**src/rtl/mt_pkg.sv**
```systemverilog
package mt_pkg;
  localparam int NUM_MATCH = 4;
  localparam int NUM_CAP   = 2;
  localparam int ADDR_W    = 4;
  localparam int CTRL_W    = 4;
  localparam int MCTL_W    = 16 + 2 * NUM_MATCH;
  localparam int CCTL_W    = 3 * NUM_CAP;
  localparam int STAT_W    = NUM_MATCH + NUM_CAP;

  localparam logic [ADDR_W-1:0] A_CTRL   = 4'd0;
  localparam logic [ADDR_W-1:0] A_PRE    = 4'd1;
  localparam logic [ADDR_W-1:0] A_CNT    = 4'd2;
  localparam logic [ADDR_W-1:0] A_STAT   = 4'd3;
  localparam logic [ADDR_W-1:0] A_MCTL   = 4'd4;
  localparam logic [ADDR_W-1:0] A_CCTL   = 4'd5;
  localparam logic [ADDR_W-1:0] A_MATCH0 = 4'd8;
  localparam logic [ADDR_W-1:0] A_CAP0   = 4'd12;

  typedef enum logic [1:0] {
    OUT_KEEP   = 2'd0,
    OUT_LOW    = 2'd1,
    OUT_HIGH   = 2'd2,
    OUT_TOGGLE = 2'd3
  } outAct_t;

  typedef struct packed {
    logic                 advance;
    logic                 cntWrite;
    logic [NUM_MATCH-1:0] matchWrite;
    logic [NUM_CAP-1:0]   capture;
  } strb_t;
endpackage

```
**src/rtl/mtCtrl.sv**
```systemverilog
module mtCtrl
  import mt_pkg::*;
#(
  parameter int CNT_W = 32
) (
  input  logic                   clk,
  input  logic                   rstN,
  input  logic                   wrEn,
  input  logic [ADDR_W-1:0]      addr,
  input  logic [CNT_W-1:0]       wrData,
  input  logic                   countIn,
  input  logic [NUM_CAP-1:0]     capIn,
  input  logic [NUM_MATCH-1:0]   matchEv,
  output strb_t                  strb,
  output logic [CTRL_W-1:0]      ctrlReg,
  output logic [CNT_W-1:0]       prescale,
  output logic [MCTL_W-1:0]      matchCtl,
  output logic [CCTL_W-1:0]      capCtl,
  output logic [STAT_W-1:0]      status,
  output logic [NUM_MATCH-1:0]   rstEn,
  output logic [2*NUM_MATCH-1:0] outActs,
  output logic                   irq
);
  localparam int SYN_W = NUM_CAP + 1;

  logic [SYN_W-1:0] syncA, syncB, syncPrev, riseV, fallV;
  logic [CNT_W-1:0] preCnt;
  logic [NUM_MATCH-1:0] stopEn, irqEn;
  logic [STAT_W-1:0] setV, clrV;
  logic countEdge, tick, wrCtrl, wrPre, wrCnt, wrStat;

  always_ff @(posedge clk or negedge rstN) begin
    if (!rstN) begin
      syncA    <= '0;
      syncB    <= '0;
      syncPrev <= '0;
    end else begin
      syncA    <= {countIn, capIn};
      syncB    <= syncA;
      syncPrev <= syncB;
    end
  end

  assign riseV = syncB & ~syncPrev;
  assign fallV = ~syncB & syncPrev;

  assign wrCtrl = wrEn && (addr == A_CTRL);
  assign wrPre  = wrEn && (addr == A_PRE);
  assign wrCnt  = wrEn && (addr == A_CNT);
  assign wrStat = wrEn && (addr == A_STAT);

  assign countEdge = (ctrlReg[2] & riseV[NUM_CAP]) | (ctrlReg[3] & fallV[NUM_CAP]);
  assign tick      = ctrlReg[0] & (ctrlReg[1] ? countEdge : 1'b1);

  assign strb.advance  = tick && (preCnt == prescale);
  assign strb.cntWrite = wrCnt;

  for (genvar i = 0; i < NUM_MATCH; i++) begin : g_mdec
    assign irqEn[i]              = matchCtl[3*i];
    assign rstEn[i]              = matchCtl[3*i+1];
    assign stopEn[i]             = matchCtl[3*i+2];
    assign outActs[2*i +: 2]     = matchCtl[16+2*i +: 2];
    assign strb.matchWrite[i]    = wrEn && (addr == A_MATCH0 + ADDR_W'(i));
    assign setV[i]               = matchEv[i] & irqEn[i];
  end

  for (genvar j = 0; j < NUM_CAP; j++) begin : g_cdec
    assign strb.capture[j] = (riseV[j] & capCtl[3*j]) | (fallV[j] & capCtl[3*j+1]);
    assign setV[NUM_MATCH+j] = strb.capture[j] & capCtl[3*j+2];
  end

  assign clrV = wrStat ? wrData[STAT_W-1:0] : '0;

  always_ff @(posedge clk or negedge rstN) begin
    if (!rstN) begin
      preCnt   <= '0;
      ctrlReg  <= '0;
      prescale <= '0;
      matchCtl <= '0;
      capCtl   <= '0;
      status   <= '0;
    end else begin
      if (wrPre || wrCnt)       preCnt <= '0;
      else if (strb.advance)    preCnt <= '0;
      else if (tick)            preCnt <= preCnt + CNT_W'(1);

      if (wrCtrl)               ctrlReg <= wrData[CTRL_W-1:0];
      else if (|(matchEv & stopEn)) ctrlReg[0] <= 1'b0;

      if (wrPre)                prescale <= wrData;
      if (wrEn && addr == A_MCTL) matchCtl <= wrData[MCTL_W-1:0];
      if (wrEn && addr == A_CCTL) capCtl   <= wrData[CCTL_W-1:0];

      status <= (status & ~clrV) | setV;
    end
  end

  assign irq = |status;


  prescale_bound_chk: assert property (@(posedge clk) disable iff (!rstN)
    preCnt <= prescale);

  for (genvar i = 0; i < NUM_MATCH; i++) begin : g_chk

    stop_clears_en_chk: assert property (@(posedge clk) disable iff (!rstN)
      (matchEv[i] && stopEn[i] && !wrCtrl) |=> !ctrlReg[0]);

    match_flag_chk: assert property (@(posedge clk) disable iff (!rstN)
      (matchEv[i] && irqEn[i]) |=> status[i]);
  end
endmodule

```
**src/rtl/mtDatapath.sv**
```systemverilog
module mtDatapath
  import mt_pkg::*;
#(
  parameter int CNT_W = 32
) (
  input  logic                              clk,
  input  logic                              rstN,
  input  strb_t                             strb,
  input  logic [CNT_W-1:0]                  wrData,
  input  logic [NUM_MATCH-1:0]              rstEn,
  input  logic [2*NUM_MATCH-1:0]            outActs,
  output logic [CNT_W-1:0]                  cnt,
  output logic [NUM_MATCH-1:0][CNT_W-1:0]   matchVal,
  output logic [NUM_CAP-1:0][CNT_W-1:0]     capVal,
  output logic [NUM_MATCH-1:0]              matchEv,
  output logic [NUM_MATCH-1:0]              matchOut
);
  logic [NUM_MATCH-1:0] rstHit;
  logic [CNT_W-1:0] nextCnt;

  assign nextCnt = (|rstHit) ? '0 : cnt + CNT_W'(1);

  always_ff @(posedge clk or negedge rstN) begin
    if (!rstN)              cnt <= '0;
    else if (strb.cntWrite) cnt <= wrData;
    else if (strb.advance)  cnt <= nextCnt;
  end

  for (genvar i = 0; i < NUM_MATCH; i++) begin : g_match
    outAct_t act;
    assign act       = outAct_t'(outActs[2*i +: 2]);
    assign rstHit[i] = rstEn[i] && (cnt == matchVal[i]);
    assign matchEv[i] = strb.advance && !strb.cntWrite && (nextCnt == matchVal[i]);

    always_ff @(posedge clk or negedge rstN) begin
      if (!rstN) begin
        matchVal[i] <= '0;
        matchOut[i] <= 1'b0;
      end else begin
        if (strb.matchWrite[i]) matchVal[i] <= wrData;
        if (matchEv[i]) begin
          case (act)
            OUT_LOW:    matchOut[i] <= 1'b0;
            OUT_HIGH:   matchOut[i] <= 1'b1;
            OUT_TOGGLE: matchOut[i] <= ~matchOut[i];
            default:    matchOut[i] <= matchOut[i];
          endcase
        end
      end
    end


    reset_on_match_chk: assert property (@(posedge clk) disable iff (!rstN)
      (strb.advance && !strb.cntWrite && rstEn[i] && cnt == matchVal[i]) |=> (cnt == '0));
  end

  for (genvar j = 0; j < NUM_CAP; j++) begin : g_cap
    always_ff @(posedge clk or negedge rstN) begin
      if (!rstN)                capVal[j] <= '0;
      else if (strb.capture[j]) capVal[j] <= cnt;
    end


    capture_value_chk: assert property (@(posedge clk) disable iff (!rstN)
      strb.capture[j] |=> (capVal[j] == $past(cnt)));
  end


  count_hold_chk: assert property (@(posedge clk) disable iff (!rstN)
    (!strb.advance && !strb.cntWrite) |=> $stable(cnt));
endmodule

```
**src/rtl/matchTimer.sv**
```systemverilog
module matchTimer
  import mt_pkg::*;
#(
  parameter int CNT_W = 32
) (
  input  logic                 clk,
  input  logic                 rstN,
  input  logic                 wrEn,
  input  logic [ADDR_W-1:0]    addr,
  input  logic [CNT_W-1:0]     wrData,
  output logic [CNT_W-1:0]     rdData,
  input  logic                 countIn,
  input  logic [NUM_CAP-1:0]   capIn,
  output logic [NUM_MATCH-1:0] matchOut,
  output logic                 irq
);
  strb_t strb;
  logic [CTRL_W-1:0] ctrlReg;
  logic [CNT_W-1:0] prescale, cnt;
  logic [MCTL_W-1:0] matchCtl;
  logic [CCTL_W-1:0] capCtl;
  logic [STAT_W-1:0] status;
  logic [NUM_MATCH-1:0] rstEn, matchEv;
  logic [2*NUM_MATCH-1:0] outActs;
  logic [NUM_MATCH-1:0][CNT_W-1:0] matchVal;
  logic [NUM_CAP-1:0][CNT_W-1:0] capVal;

  mtCtrl #(.CNT_W(CNT_W)) uCtrl (
    .clk(clk), .rstN(rstN), .wrEn(wrEn), .addr(addr), .wrData(wrData),
    .countIn(countIn), .capIn(capIn), .matchEv(matchEv), .strb(strb),
    .ctrlReg(ctrlReg), .prescale(prescale), .matchCtl(matchCtl), .capCtl(capCtl),
    .status(status), .rstEn(rstEn), .outActs(outActs), .irq(irq)
  );

  mtDatapath #(.CNT_W(CNT_W)) uDp (
    .clk(clk), .rstN(rstN), .strb(strb), .wrData(wrData), .rstEn(rstEn),
    .outActs(outActs), .cnt(cnt), .matchVal(matchVal), .capVal(capVal),
    .matchEv(matchEv), .matchOut(matchOut)
  );

  always_comb begin
    rdData = '0;
    case (addr)
      A_CTRL: rdData[CTRL_W-1:0] = ctrlReg;
      A_PRE:  rdData = prescale;
      A_CNT:  rdData = cnt;
      A_STAT: rdData[STAT_W-1:0] = status;
      A_MCTL: rdData[MCTL_W-1:0] = matchCtl;
      A_CCTL: rdData[CCTL_W-1:0] = capCtl;
      default: begin
        for (int i = 0; i < NUM_MATCH; i++)
          if (addr == A_MATCH0 + ADDR_W'(i)) rdData = matchVal[i];
        for (int j = 0; j < NUM_CAP; j++)
          if (addr == A_CAP0 + ADDR_W'(j)) rdData = capVal[j];
      end
    endcase
  end
endmodule

```
**config.mk**
```make
export PLATFORM = sky130hd
export DESIGN_NAME = matchTimer
export DESIGN_NICKNAME = d
export VERILOG_FILES = /design/src/rtl/mt_pkg.sv /design/src/rtl/mtCtrl.sv /design/src/rtl/mtDatapath.sv /design/src/rtl/matchTimer.sv
export SDC_FILE = /design/constraint.sdc
export NUM_CORES = 1
export LEC_CHECK = 0
export CAP_MARGIN = 15
export CORE_MARGIN = 2
export CORE_UTILIZATION = 35
export DETAILED_ROUTE_END_ITERATION = 16
export GPL_TIMING_DRIVEN = 0
export PLACE_DENSITY_LB_ADDON = 0.1
export RECOVER_POWER = 25
export SETUP_SLACK_MARGIN = 0.1
export SLEW_MARGIN = 10
export SYNTH_ARGS = -nofsm -noshare
export SYNTH_HDL_FRONTEND = slang
export SYNTH_SLANG_ARGS = --single-unit
```
**constraint.sdc**
```tcl
create_clock -name clk -period 6.4 [get_ports clk]
set_clock_uncertainty 0.05 [all_clocks]
set_input_delay 0.64 -clock clk [delete_from_list [all_inputs] [get_ports clk]]
set_output_delay 0.64 -clock clk [all_outputs]
set_load 0.005 [all_outputs]
```
==> flow_metrics.tcl <==
set metrics [dict create \
    initial_utilization_pct 35.23 \
    p_per_area_mw_per_mm2 370.7 \
    critical_path_class "flop to flop" \
    worst_slack_ps -39.80 \
    grt_pass1_vias 17430 \
    synthCells 1965 \
    p_int_uw 5274 \
    synth-compound-area-share_pct 12.22 \
    vdd_drop_max_mv 0.2689 \
    muxShareOfSynthArea_pct 17.58 \
    yosys_warnings 0 \
    layout_commonest_cell "dfrtp_1" \
    die_w_um 247.3 \
    nNetsFinal 2137 \
    cap_violations 3 \
    crit_path_end_kind "flop" \
    synthFlopType "dfrtp_1" \
    final_core_util_pct 40.71 \
    placedCellCount 2819 \
    switching_power_uw 3598 \
    ys_ff_latch 341 \
    grt_start_max_net_pins 108 \
    row_count 89 \
    hold_viol 0 \
    p_sw_share_pct 40.55 \
    status "complete, but fails checks" \
    cts_tree "done" \
    synth_area_per_cell_um2 10.54 \
    final_area_mm2 0.02394 \
    grt_pass1_wl_um 149700 \
    cts_buffers 41 \
    p_seq_share_pct 40.8 \
    critical_path_peak_fanout 11 \
    cp-start-kind "flop" \
    async_flop_share_pct 100.0 \
    synth_edf_count 0 \
    whs_ps 294.3 \
    synth_xor_xnor_area_share_pct 11.40 \
    drt_iter0_drc 2038 \
    via_per_inst 6.260 \
    crit_path_end "uCtrl.ctrlReg[0]" \
    min_path_type "flop to flop" \
    final_antenna_net_count 0 \
    p_leak_uw 0.009535 \
    worstSetupStartpoint "uDp.cnt[16]" \
    post_dp_cell_area_mm2 0.02260 \
    ys_seq_area_share_pct 41.19 \
    multi_input_area_mm2 0.01159 \
    gr-total-overflow 0 \
    ios 79 \
    clk_path_buf_depth 3 \
    drt_first_pass_iters 5 \
    worstMarginPinSlew_ps 2762 \
    clock-sinks 341 \
    antenna_found_initial 2 \
    drive_gt1_share_pct 19.91 \
    coreArea_mm2 0.05880 \
    period_needed_ps 6440 \
    cp.arrival_ps 6840 \
    synth-simple-area-share_pct 14.33 \
    final_cells 2894 \
    crit_required_ps 6800 \
    rsz0062_at_grt "false" \
    syn_area_mm2 0.02072 \
    rrSetupSlack_ps -40 \
    yosysUniqueCellTypes 84 \
    hpwl_um 86380 \
    clkTransAtPathRegs_ps 70 \
    clkPwrFrac_pct 26.3 \
    synth_top_family_by_area "multiplexers" \
    power_frac_comb_pct 32.9 \
    die_h_um 247.3 \
    fmax_ghz 0.1553 \
    htreeDepth 2 \
    synthesis.nets 2009 \
    finalCritPeriodShare_pct 100.6 \
    io_buffers 73 \
    regArea_mm2 0.008533 \
    r2r_start "uDp.cnt[16]" \
    routed_wl_um 110100 \
    nFillCells 5775 \
    gp_congestion 1.030 \
    die-area_mm2 0.06115 \
    r2r_cells 15 \
    worstSkewPairLatency_ps 590 \
    final_cell_mix "dfrtp_1 (341), mux2_2 (248), xor2_1 (135)" \
    post-place-ws_ps -128.2 \
    postCtsSetupBuffers 0 \
    root_buffer "clkbuf_16" \
    drc 0 \
    max-slew-margin-rel_pct -84.13 \
    setup_viol 1 \
    vias 18120 \
    area_growth_pct 15.54 \
    synthAdderAreaFrac_pct 0.1208 \
    report.final.slew_viol_count 256 \
    violations "capacitance limit, slew limit, setup timing" \
    hold_start "uCtrl.syncA[1]" \
    rr_endpoint "uCtrl.ctrlReg[0]" \
    wl_per_cell_um 38.06 \
    grt.total_usage_pct 36.30 \
]
-- state kept, by name, indices dropped and copies added (netlist names) --
name / flops
uCtrl.preCnt: 32
uCtrl.prescale: 32
uCtrl.syncA: 3
uCtrl.syncPrev: 3
uCtrl.syncB: 3
uDp.cnt: 32
uDp.matchOut: 4
uCtrl.status: 6
uCtrl.matchCtl: 24
uDp.capVal: 64
uCtrl.capCtl: 6
uCtrl.ctrlReg: 4
uDp.matchVal: 128
-- power groups by stage --
| stage | sequential (uW) | combinational, uW | clock (uW) |
|---|---|---|---|
| after floorplan | 3130 | 1810 | 0 |
| after global routing | 3650 | 3070 | 2440 |
| after detailed placement | 3610 | 2850 | 0 |
| final | 3620 | 2920 | 2330 |
| after global placement | 3610 | 2840 | 0 |
| after CTS | 3580 | 2870 | 2370 |
-- per-layer routing --
layer	wire, um	track usage, %	share of wire [%]	vias to the layer above
met3	8299	6.544	7.5	141
met1	48960	51.52	44	9582
met4	4083	12.21	3.7	2
met2	48780	55.65	44	809
li1	-	-	-	7583
met5	12	0	0.011	-
-- worst min path at each step --
stage | slack, ps | endpoint | cells after the start
after detailed placement | 290 | uCtrl.syncB[2] | 0
final | 290 | uCtrl.syncB[1] | 0
after global placement | 280 | uCtrl.syncB[1] | 0
after global routing | 310 | uCtrl.syncB[0] | 0
after floorplan | 280 | uCtrl.syncB[0] | 0
after CTS | 290 | uCtrl.syncB[1] | 0
-- cells in the mapped netlist (6+ instances only) --
library cell,n,share of area (%)
dfrtp_1,341,41
mux2_2,248,13
xor2_1,136,5.7
xnor2_1,124,5.2
nand2_1,123,2.2
o21ai_0,95,2.3
nor2_1,92,1.7
clkbuf_1,88,1.6
nand3_1,77,1.9
a22oi_1,70,2.5
a21oi_1,47,1.1
nand4_1,45,1.4
nor4_1,38,1.1
mux4_2,35,3.8
nor3_1,31,0.75
inv_1,26,0.47
a222oi_1,21,1.0
buf_1,21,0.38
a31oi_1,20,0.60
buf_2,20,0.48
and3_1,18,0.54
o32ai_1,16,0.68
nor4b_1,14,0.59
nor2b_1,13,0.39
nand2b_1,11,0.33
and2_1,10,0.30
nand3b_1,10,0.36
or3_1,10,0.30
and4_1,8,0.34
o21a_1,8,0.29
o22ai_1,7,0.21
o311ai_0,7,0.30
a32oi_1,6,0.25
mux2i_1,6,0.29
nor3b_1,6,0.22
o221ai_1,6,0.25
o31ai_1,6,0.22
-- metrics by stage --
step	TNS [ps]	power (uW)
4_1_cts	0	8818
6_report	-39.80	8872
3_3_place_gp	-3742040	6443
5_1_grt	0	9172
2_1_floorplan	0	4939
3_5_place_dp	-235.2	6467
-- worst max-delay path: stages (launching register included) --
cell	delay (ps)
dfrtp_1	350
clkbuf_1	670
xor2_1	320
nor4_1	580
nand4_1	340
or3_1	560
nand4_2	320
buf_6	250
buf_4	270
buf_4	310
a21oi_1	80
o32ai_1	750
nand2_1	270
nor4b_1	760
a32o_1	300
o32ai_1	90
-- repair_timing --
action / 4_1_cts / 5_1_grt
pin swaps: 0 / 0
gates resized for setup: 3 / 1
hold endpoints to repair: 42 / 0
hold buffers: 1 / 0
endpoints found under the setup margin: 6 / 1
gates cloned: 0 / 0
-- cells by family after synthesis --
logic type,Yosys count
adders and majority gates,2
and+or+nand+nor,542
DFF,341
AOI/OAI and AO/OA,366
buffers and inverters,161
xor gates and xnor gates,264
muxes,289
-- cell type report --
type / count / area share [%]
inverter: 26 / 0.4077
multi-input combinational: 1463 / 48.41
antenna: 1 / 0.01045
sequential: 341 / 35.65
clock buffer: 59 / 4.987
buffer: 135 / 2.384
tap: 773 / 4.041
timing repair buffer: 85 / 3.591
clock inverter: 11 / 0.5227
(Power assumes the default switching activity.)
